### src/rtl/lcell_pkg.sv
package lcell_pkg;

    localparam int LUT_K  = 4;
    localparam int TBL_W  = 1 << LUT_K;
    localparam int HALF_W = TBL_W / 2;

    typedef struct packed {
        logic [TBL_W-1:0] tbl;
        logic             arith;
        logic             reg_out;
        logic             chain_sel;
    } cell_cfg_t;

    typedef struct packed {
        logic q;
    } cell_state_t;

endpackage

### src/rtl/lcell_lut.sv
module lcell_lut
    import lcell_pkg::*;
(
    input  logic [TBL_W-1:0] tbl,
    input  logic             arith,
    input  logic             in_a,
    input  logic             in_b,
    input  logic             in_c,
    input  logic             in_d,
    input  logic             cin,
    output logic             result,
    output logic             cout
);

    logic [LUT_K-1:0]  idx_full;
    logic [LUT_K-2:0]  idx_half;
    logic [HALF_W-1:0] tbl_sum;
    logic [HALF_W-1:0] tbl_cy;

    always_comb begin
        idx_full = {in_d, in_c, in_b, in_a};
        idx_half = {in_a, in_b, cin};
        tbl_sum  = tbl[TBL_W-1:HALF_W];
        tbl_cy   = tbl[HALF_W-1:0];
        if (arith) begin
            result = tbl_sum[idx_half];
            cout   = tbl_cy[idx_half];
        end else begin
            result = tbl[idx_full];
            cout   = 1'b0;
        end
    end

endmodule

### src/rtl/lcell_reg.sv
module lcell_reg
    import lcell_pkg::*;
(
    input  logic clk,
    input  logic aclr,
    input  logic sclr,
    input  logic sload,
    input  logic ld_bit,
    input  logic chain_sel,
    input  logic chain_bit,
    input  logic lut_bit,
    output logic q
);

    cell_state_t state_d;
    cell_state_t state_q;

    always_comb begin
        state_d = state_q;
        if (sclr) begin
            state_d.q = 1'b0;
        end else if (sload) begin
            state_d.q = ld_bit;
        end else if (chain_sel) begin
            state_d.q = chain_bit;
        end else begin
            state_d.q = lut_bit;
        end
    end

    always_ff @(posedge clk or posedge aclr) begin
        if (aclr) begin
            state_q <= '0;
        end else begin
            state_q <= state_d;
        end
    end

    assign q = state_q.q;

endmodule

### src/rtl/lcell.sv
module lcell
    import lcell_pkg::*;
(
    input  logic       clk,
    input  logic       aclr,
    input  logic       sclr,
    input  logic       sload,
    input  cell_cfg_t  cfg,
    input  logic       in_a,
    input  logic       in_b,
    input  logic       in_c,
    input  logic       in_d,
    input  logic       ld_bit,
    input  logic       cin,
    input  logic       chain_bit,
    output logic       out_local,
    output logic       out_route,
    output logic       out_chain,
    output logic       cout
);

    logic lut_res;
    logic ff_q;
    logic sel_out;

    lcell_lut i_lut (
        .tbl    (cfg.tbl),
        .arith  (cfg.arith),
        .in_a   (in_a),
        .in_b   (in_b),
        .in_c   (in_c),
        .in_d   (in_d),
        .cin    (cin),
        .result (lut_res),
        .cout   (cout)
    );

    lcell_reg i_reg (
        .clk       (clk),
        .aclr      (aclr),
        .sclr      (sclr),
        .sload     (sload),
        .ld_bit    (ld_bit),
        .chain_sel (cfg.chain_sel),
        .chain_bit (chain_bit),
        .lut_bit   (lut_res),
        .q         (ff_q)
    );

    always_comb begin
        sel_out = cfg.reg_out ? ff_q : lut_res;
    end

    assign out_local = sel_out;
    assign out_route = sel_out;
    assign out_chain = ff_q;

endmodule

### src/rtl/lcell_row.sv
module lcell_row
    import lcell_pkg::*;
#(
    parameter int CELLS = 8
) (
    input  logic                         clk,
    input  logic                         grp_aclr,
    input  logic                         grp_sclr,
    input  logic                         grp_sload,
    input  logic [CELLS-1:0][TBL_W-1:0]  cfg_lut,
    input  logic [CELLS-1:0]             cfg_arith,
    input  logic [CELLS-1:0]             cfg_regout,
    input  logic [CELLS-1:0]             cfg_chain,
    input  logic [CELLS-1:0]             in_a,
    input  logic [CELLS-1:0]             in_b,
    input  logic [CELLS-1:0]             in_c,
    input  logic [CELLS-1:0]             in_d,
    input  logic [CELLS-1:0]             ld_data,
    input  logic                         carry_in,
    input  logic                         chain_in,
    output logic [CELLS-1:0]             out_local,
    output logic [CELLS-1:0]             out_route,
    output logic [CELLS-1:0]             out_chain,
    output logic                         carry_out
);

    localparam int LINKS = CELLS + 1;

    logic [LINKS-1:0] carry_link;
    logic [LINKS-1:0] reg_link;

    assign carry_link[0] = carry_in;
    assign reg_link[0]   = chain_in;

    for (genvar i = 0; i < CELLS; i++) begin : g_cell
        cell_cfg_t cfg_i;

        always_comb begin
            cfg_i.tbl       = cfg_lut[i];
            cfg_i.arith     = cfg_arith[i];
            cfg_i.reg_out   = cfg_regout[i];
            cfg_i.chain_sel = cfg_chain[i];
        end

        lcell i_cell (
            .clk       (clk),
            .aclr      (grp_aclr),
            .sclr      (grp_sclr),
            .sload     (grp_sload),
            .cfg       (cfg_i),
            .in_a      (in_a[i]),
            .in_b      (in_b[i]),
            .in_c      (in_c[i]),
            .in_d      (in_d[i]),
            .ld_bit    (ld_data[i]),
            .cin       (carry_link[i]),
            .chain_bit (reg_link[i]),
            .out_local (out_local[i]),
            .out_route (out_route[i]),
            .out_chain (reg_link[i+1]),
            .cout      (carry_link[i+1])
        );
    end

    assign out_chain = reg_link[CELLS:1];
    assign carry_out = carry_link[CELLS];

endmodule

### config.mk
export PLATFORM = sky130hd
export DESIGN_NAME = lcell_row
export DESIGN_NICKNAME = d
export VERILOG_FILES = /design/src/rtl/lcell_pkg.sv /design/src/rtl/lcell_lut.sv /design/src/rtl/lcell_reg.sv /design/src/rtl/lcell.sv /design/src/rtl/lcell_row.sv
export SDC_FILE = /design/constraint.sdc
export NUM_CORES = 1
export LEC_CHECK = 0
export ABC_AREA = 1
export BUFFER_PORTS_ARGS = -buffer_cell sky130_fd_sc_hd__buf_2
export CELL_PAD_IN_SITES_DETAIL_PLACEMENT = 0
export CELL_PAD_IN_SITES_GLOBAL_PLACEMENT = 2
export CORE_MARGIN = 4
export CORE_UTILIZATION = 20
export DETAILED_ROUTE_END_ITERATION = 10
export PLACE_DENSITY_LB_ADDON = 0.05
export SYNTH_ARGS = -nofsm -noshare
export SYNTH_HDL_FRONTEND = slang
export SYNTH_HIERARCHICAL = 1
export SYNTH_SLANG_ARGS = --single-unit
### constraint.sdc
create_clock -name clk -period 18.65 [get_ports clk]
set_input_delay 1.865 -clock clk [delete_from_list [all_inputs] [get_ports clk]]
set_output_delay 1.865 -clock clk [all_outputs]
set_load 0.005 [all_outputs]
==> results of run 1 <==
## layer usage
metal / track usage / share of wire / vias up
li1: - / - / 2696
met1: 0.172 / 0.45 / 2164
met2: 0.231 / 0.47 / 175
met3: 0.0356 / 0.083 / 8
met4: 0.00606 / 0.0024 / 4
met5: 0 / 0.0018 / -
## final cells by class
class / instances / area (um^2) / area share
clock buffer: 3 / 75.1 / 0.0158
inverter: 176 / 661 / 0.139
timing repair buffer: 224 / 1130 / 0.237
tap: 225 / 282 / 0.0592
sequential: 8 / 200 / 0.0421
multi-input combinational: 528 / 2410 / 0.507
## logic make-up (layout without fill, tap and decap cells)
kind of cell	Yosys count	count (layout)	synth area share
buffers and inverters	216	403	0.273
AO/OA/AOI/OAI	112	112	0.187
flip-flops	8	8	0.0557
AND/OR/NAND/NOR	416	416	0.485
## cells in the final DEF, fill, tap and decap left out
cell type  count
nand2_1      232
buf_2        222
inv_1        176
nand3_1      120
nor2_1        56
a21oi_1       32
o211ai_1      32
o21ai_0       24
o21ai_1        8
a31oi_1        8
nand3b_1       8
o21bai_1       8
dfrtp_1        8
clkbuf_16      3
buf_4          2
## power by group
group / internal (mW) / switching [mW] / total [mW]
logic: 0.0428 / 0.0581 / 0.101
clock network: 0.0276 / 0.00835 / 0.0360
registers: 0.0188 / 0.00143 / 0.0202
## path summary, 6_finish.rpt
kind                                          start                       end  cells after the start
max                                        carry_in              out_local[7]                     40
min                        g_cell[6].i_cell/i_reg/q  g_cell[7].i_cell/i_reg/q                      4
max reg2reg                g_cell[1].i_cell/i_reg/q  g_cell[2].i_cell/i_reg/q                      4
min reg2reg                g_cell[6].i_cell/i_reg/q  g_cell[7].i_cell/i_reg/q                      4
max in group asynchronous                  grp_aclr  g_cell[3].i_cell/i_reg/q                      2
min in group asynchronous                  grp_aclr  g_cell[1].i_cell/i_reg/q                      2
## critical path, delay by kind of cell
| family | cells | cell delay, ns |
|---|---|---|
| buffers and inverters | 4 | 0.74 |
| AOI/OAI and AO/OA | 17 | 6.00 |
| and+or+nand+nor | 19 | 1.54 |
==> results.json, run 1 <==
{
  "fin_nets": 1139,
  "antenna_found_initial": 2,
  "synth_seq_cells": 8,
  "p_leak_nw": 3.03,
  "tightest_slew_ns": 1.18,
  "syn_inst": 752,
  "core_mm2": 0.0175,
  "postRouteAntennaNets": 0,
  "status": "completed",
  "finalHoldViolCount": 0,
  "synth_nets": 950,
  "worst_clock_skew_ns": 0.00172,
  "start_kind": "primary input",
  "largest_reg_flops": 8,
  "vias_per_cell": 4.34,
  "yosys-top-cells-count": "232 x nand2_1, 176 x inv_1, 120 x nand3_1",
  "gp_congestion": 0.780,
  "wl_per_cell_um": 12.4,
  "grt_usage": 0.133,
  "grt_max_degree": 17,
  "drt_wl_total_um": 14500,
  "synthArstFlopShare": 1.00,
  "max_slew_margin": 0.206,
  "cts_setup_buffers": 0,
  "ir_worst_vdd_v": 0.0000207,
  "n_fill_cell": 2106,
  "power.density_mw_per_mm2": 33.0,
  "clk_latency_ns": 0.23,
  "yosys_warnings": 6,
  "dp_hpwl_um": 12600,
  "cts_sinks": 8,
  "clk_pin_slew_worst_paths_ns": 0.04,
  "fin_crit_ns": 12.06,
  "max_stage_delay_ns": 0.85,
  "area_delta_synth_final_pct": 32.3,
  "grt-ovfl-total": 0,
  "setup_violations": 0,
  "cts_tree": "done",
  "synthFlopType": "dfrtp_1",
  "vias": 5047,
  "hold_path.class": "register to register",
  "slew_viol_final": 0,
  "post-synth-top-area-fraction": 0.242,
  "start_util": 0.206,
  "worst_hold_slack_ns": 0.639,
  "num_io_pins": 223,
  "synth_area_leaders": "nand2_1 24%, inv_1 18%, nand3_1 17%, o211ai_1 6.7%, nor2_1 5.8%",
  "final_layout_size_suffix_gt1_frac": 0.242,
  "fmax_ghz": 0.0829,
  "yosys.area.top_type": "nand2_1",
  "syn-mean-instance-area_um2": 4.78,
  "synth_edf_count": 0,
  "design_area_mm2": 0.00476,
  "slowest_stage": "a31oi_1",
  "synth-seq-area-share": 0.0557,
  "cts-htree-levels": 1,
  "rows": 48,
  "fin_crit_sh": 0.647,
  "crit_arrival_ns": 10.20,
  "route.detailed.drc": 0,
  "dp_cells": 1161,
  "io_buffers": 222,
  "cap_violations": 0,
  "dp_slack_ns": 6.60,
  "grt_pass1_vias": 4870,
  "rsz0062_at_grt": "false",
  "die_x_um": 142,
  "instances_no_fill": 1164,
  "ctsResizeCount": 0,
  "critPathCaptureType": "output pin",
  "fin_ws_ns": 6.59,
  "die_y_um": 142,
  "ys_types": 16,
  "numCtsBuffers": 3,
  "dpl_cell_area_mm2": 0.00468,
  "dr.pass1.iters": 5,
  "die_area_mm2": 0.0202,
  "synth.most_common_cell": "nand2_1",
  "ctsHoldBuffers": 0,
  "critPathKind": "primary input to output pin",
  "utilization": 0.272,
  "cp.required_ns": 16.78,
  "grt_pass1_wl_um": 22600,
  "diodes": 0,
  "syn-cell-area_mm2": 0.00359,
  "clock_tree.buffer_depth": 2,
  "ctsRootBufferMaster": "clkbuf_16",
  "power.total_mw": 0.157,
  "crit_fanout": 16,
  "tns_ns": 0,
  "r2r_setup_slack_ns": 17.88,
  "drtIter0Drc": 153,
  "critPathMostFrequentCell": "nand2_1"
}
Note: power is estimated with default switching activity, not from simulation.
==> run 2, diff against run 1 <==
--- a/config.mk
+++ b/config.mk
@@ -10,7 +10,7 @@
 export CELL_PAD_IN_SITES_DETAIL_PLACEMENT = 0
 export CELL_PAD_IN_SITES_GLOBAL_PLACEMENT = 2
 export CORE_MARGIN = 4
-export CORE_UTILIZATION = 20
+export CORE_UTILIZATION = 17
 export DETAILED_ROUTE_END_ITERATION = 10
 export PLACE_DENSITY_LB_ADDON = 0.05
 export SYNTH_ARGS = -nofsm -noshare
==> constraint.sdc (replaced) <==
create_clock -name clk -period 10.3 [get_ports clk]
set_input_delay 1.03 -clock clk [delete_from_list [all_inputs] [get_ports clk]]
set_output_delay 1.03 -clock clk [all_outputs]
set_load 0.005 [all_outputs]
==> results.json, run 2 (synthesis results as in run 1) <==
{
  "fin_crit_ns": 8.67,
  "clk_pin_slew_worst_paths_ns": 0.04,
  "fin_nets": 1142,
  "die_area_mm2": 0.0235,
  "ctsHoldBuffers": 0,
  "gp_congestion": 0.798,
  "final_layout_size_suffix_gt1_frac": 0.244,
  "slew_viol_final": 0,
  "largest_reg_flops": 8,
  "vias": 5056,
  "max_stage_delay_ns": 0.83,
  "antenna_found_initial": 6,
  "grt-ovfl-total": 0,
  "mostFrequentLayoutCells": "232 x nand2_1, 222 x buf_2, 176 x inv_1",
  "wl_per_cell_um": 12.7,
  "grt_pass1_vias": 4960,
  "p_leak_nw": 3.05,
  "tightest_slew_ns": 1.15,
  "cts-htree-levels": 1,
  "cp.required_ns": 9.27,
  "critPathKind": "primary input to output pin",
  "rsz0062_at_grt": "false",
  "grt_usage": 0.120,
  "numCtsBuffers": 3,
  "critPathMostFrequentCell": "nand2_1",
  "hold_path.class": "register to register",
  "start_util": 0.175,
  "cts_setup_buffers": 0,
  "status": "completed",
  "cap_violations": 0,
  "slowest_stage": "a31oi_1",
  "grt_max_degree": 17,
  "vias_per_cell": 4.16,
  "final_common_cell": "nand2_1",
  "cts_tree": "done",
  "dp_slack_ns": 1.62,
  "ctsResizeCount": 0,
  "area_delta_synth_final_pct": 34.7,
  "die_x_um": 153,
  "fin_crit_sh": 0.841,
  "ir_worst_vdd_v": 0.0000320,
  "clk_latency_ns": 0.23,
  "critPathCaptureType": "output pin",
  "drtIter0Drc": 208,
  "io_buffers": 222,
  "fin_ws_ns": 1.63,
  "max_slew_margin": 0.232,
  "start_kind": "primary input",
  "dr.pass1.iters": 5,
  "rows": 52,
  "power.density_mw_per_mm2": 59.8,
  "worst_clock_skew_ns": 0.00153,
  "core_mm2": 0.0205,
  "num_io_pins": 223,
  "route.detailed.drc": 0,
  "drt_wl_total_um": 15400,
  "crit_fanout": 16,
  "setup_violations": 0,
  "die_y_um": 153,
  "postRouteAntennaNets": 0,
  "crit_arrival_ns": 7.64,
  "clock_tree.buffer_depth": 2,
  "grt_pass1_wl_um": 24000,
  "tns_ns": 0,
  "fmax_ghz": 0.115,
  "dp_hpwl_um": 13400,
  "cts_sinks": 8,
  "finalHoldViolCount": 0,
  "ctsRootBufferMaster": "clkbuf_16"
}
-- run 2: cell count changes in the layout (fill, tap and decap cells not counted) --
cell     delta
buf_4       +3
diode_2     +3
-- run 2: critical path, delay by kind of cell --
| kind | cells | cell delay (ns) |
|---|---|---|
| compound gates | 21 | 3.68 |
| simple gates | 21 | 1.55 |
| buf+inv | 7 | 1.36 |
-- run 2: final timing paths --
kind	startpoint	to	slack, ns	cells after the start
worst max register to register	g_cell[1].i_cell/i_reg/q	g_cell[2].i_cell/i_reg/q	9.53	4
worst min register to register	g_cell[2].i_cell/i_reg/q	g_cell[3].i_cell/i_reg/q	0.64	4
min in group asynchronous	grp_aclr	g_cell[0].i_cell/i_reg/q	0.71	2
worst min-delay path	g_cell[2].i_cell/i_reg/q	g_cell[3].i_cell/i_reg/q	0.64	4
worst max-delay path	carry_in	out_route[7]	1.63	49
max in group asynchronous	grp_aclr	g_cell[5].i_cell/i_reg/q	9.49	2
-- run 2: power breakdown --
part	internal (mW)	switching (mW)	leakage (nW)
logic	0.0789	0.107	2.91
registers	0.0340	0.00276	0.103
clock network	0.0502	0.0163	0.0370
total	0.163	0.127	3.05
-- run 2: through the flow --
stage	cell area (um^2)	utilization	std cells	total power [mW]	hold WS, ns
finish	4840	0.236	1215	0.290	0.638
global route	4840	0.236	1214	0.322	0.720
CTS	4830	0.236	1212	0.295	0.655
detailed placement	4760	0.232	1209	0.226	0.644
global placement	4760	0.232	1209	0.227	0.620
floorplan	3590	-	752	0.156	0.582
-- run 2: area by class of cell --
type	instances	area, um^2
sequential	8	200
antenna	3	7.51
fill	2512	15700
clock buffer	3	75.1
multi-input combinational	528	2410
inverter	176	661
tap	270	338
timing repair buffer	227	1150
-- run 2: routing by layer --
layer	track usage	up-vias	part of all wire
li1	-	2708	-
met1	0.150	2173	0.45
met2	0.217	155	0.48
met3	0.0221	12	0.060
met4	0.0210	8	0.0063
met5	0	-	0.0019
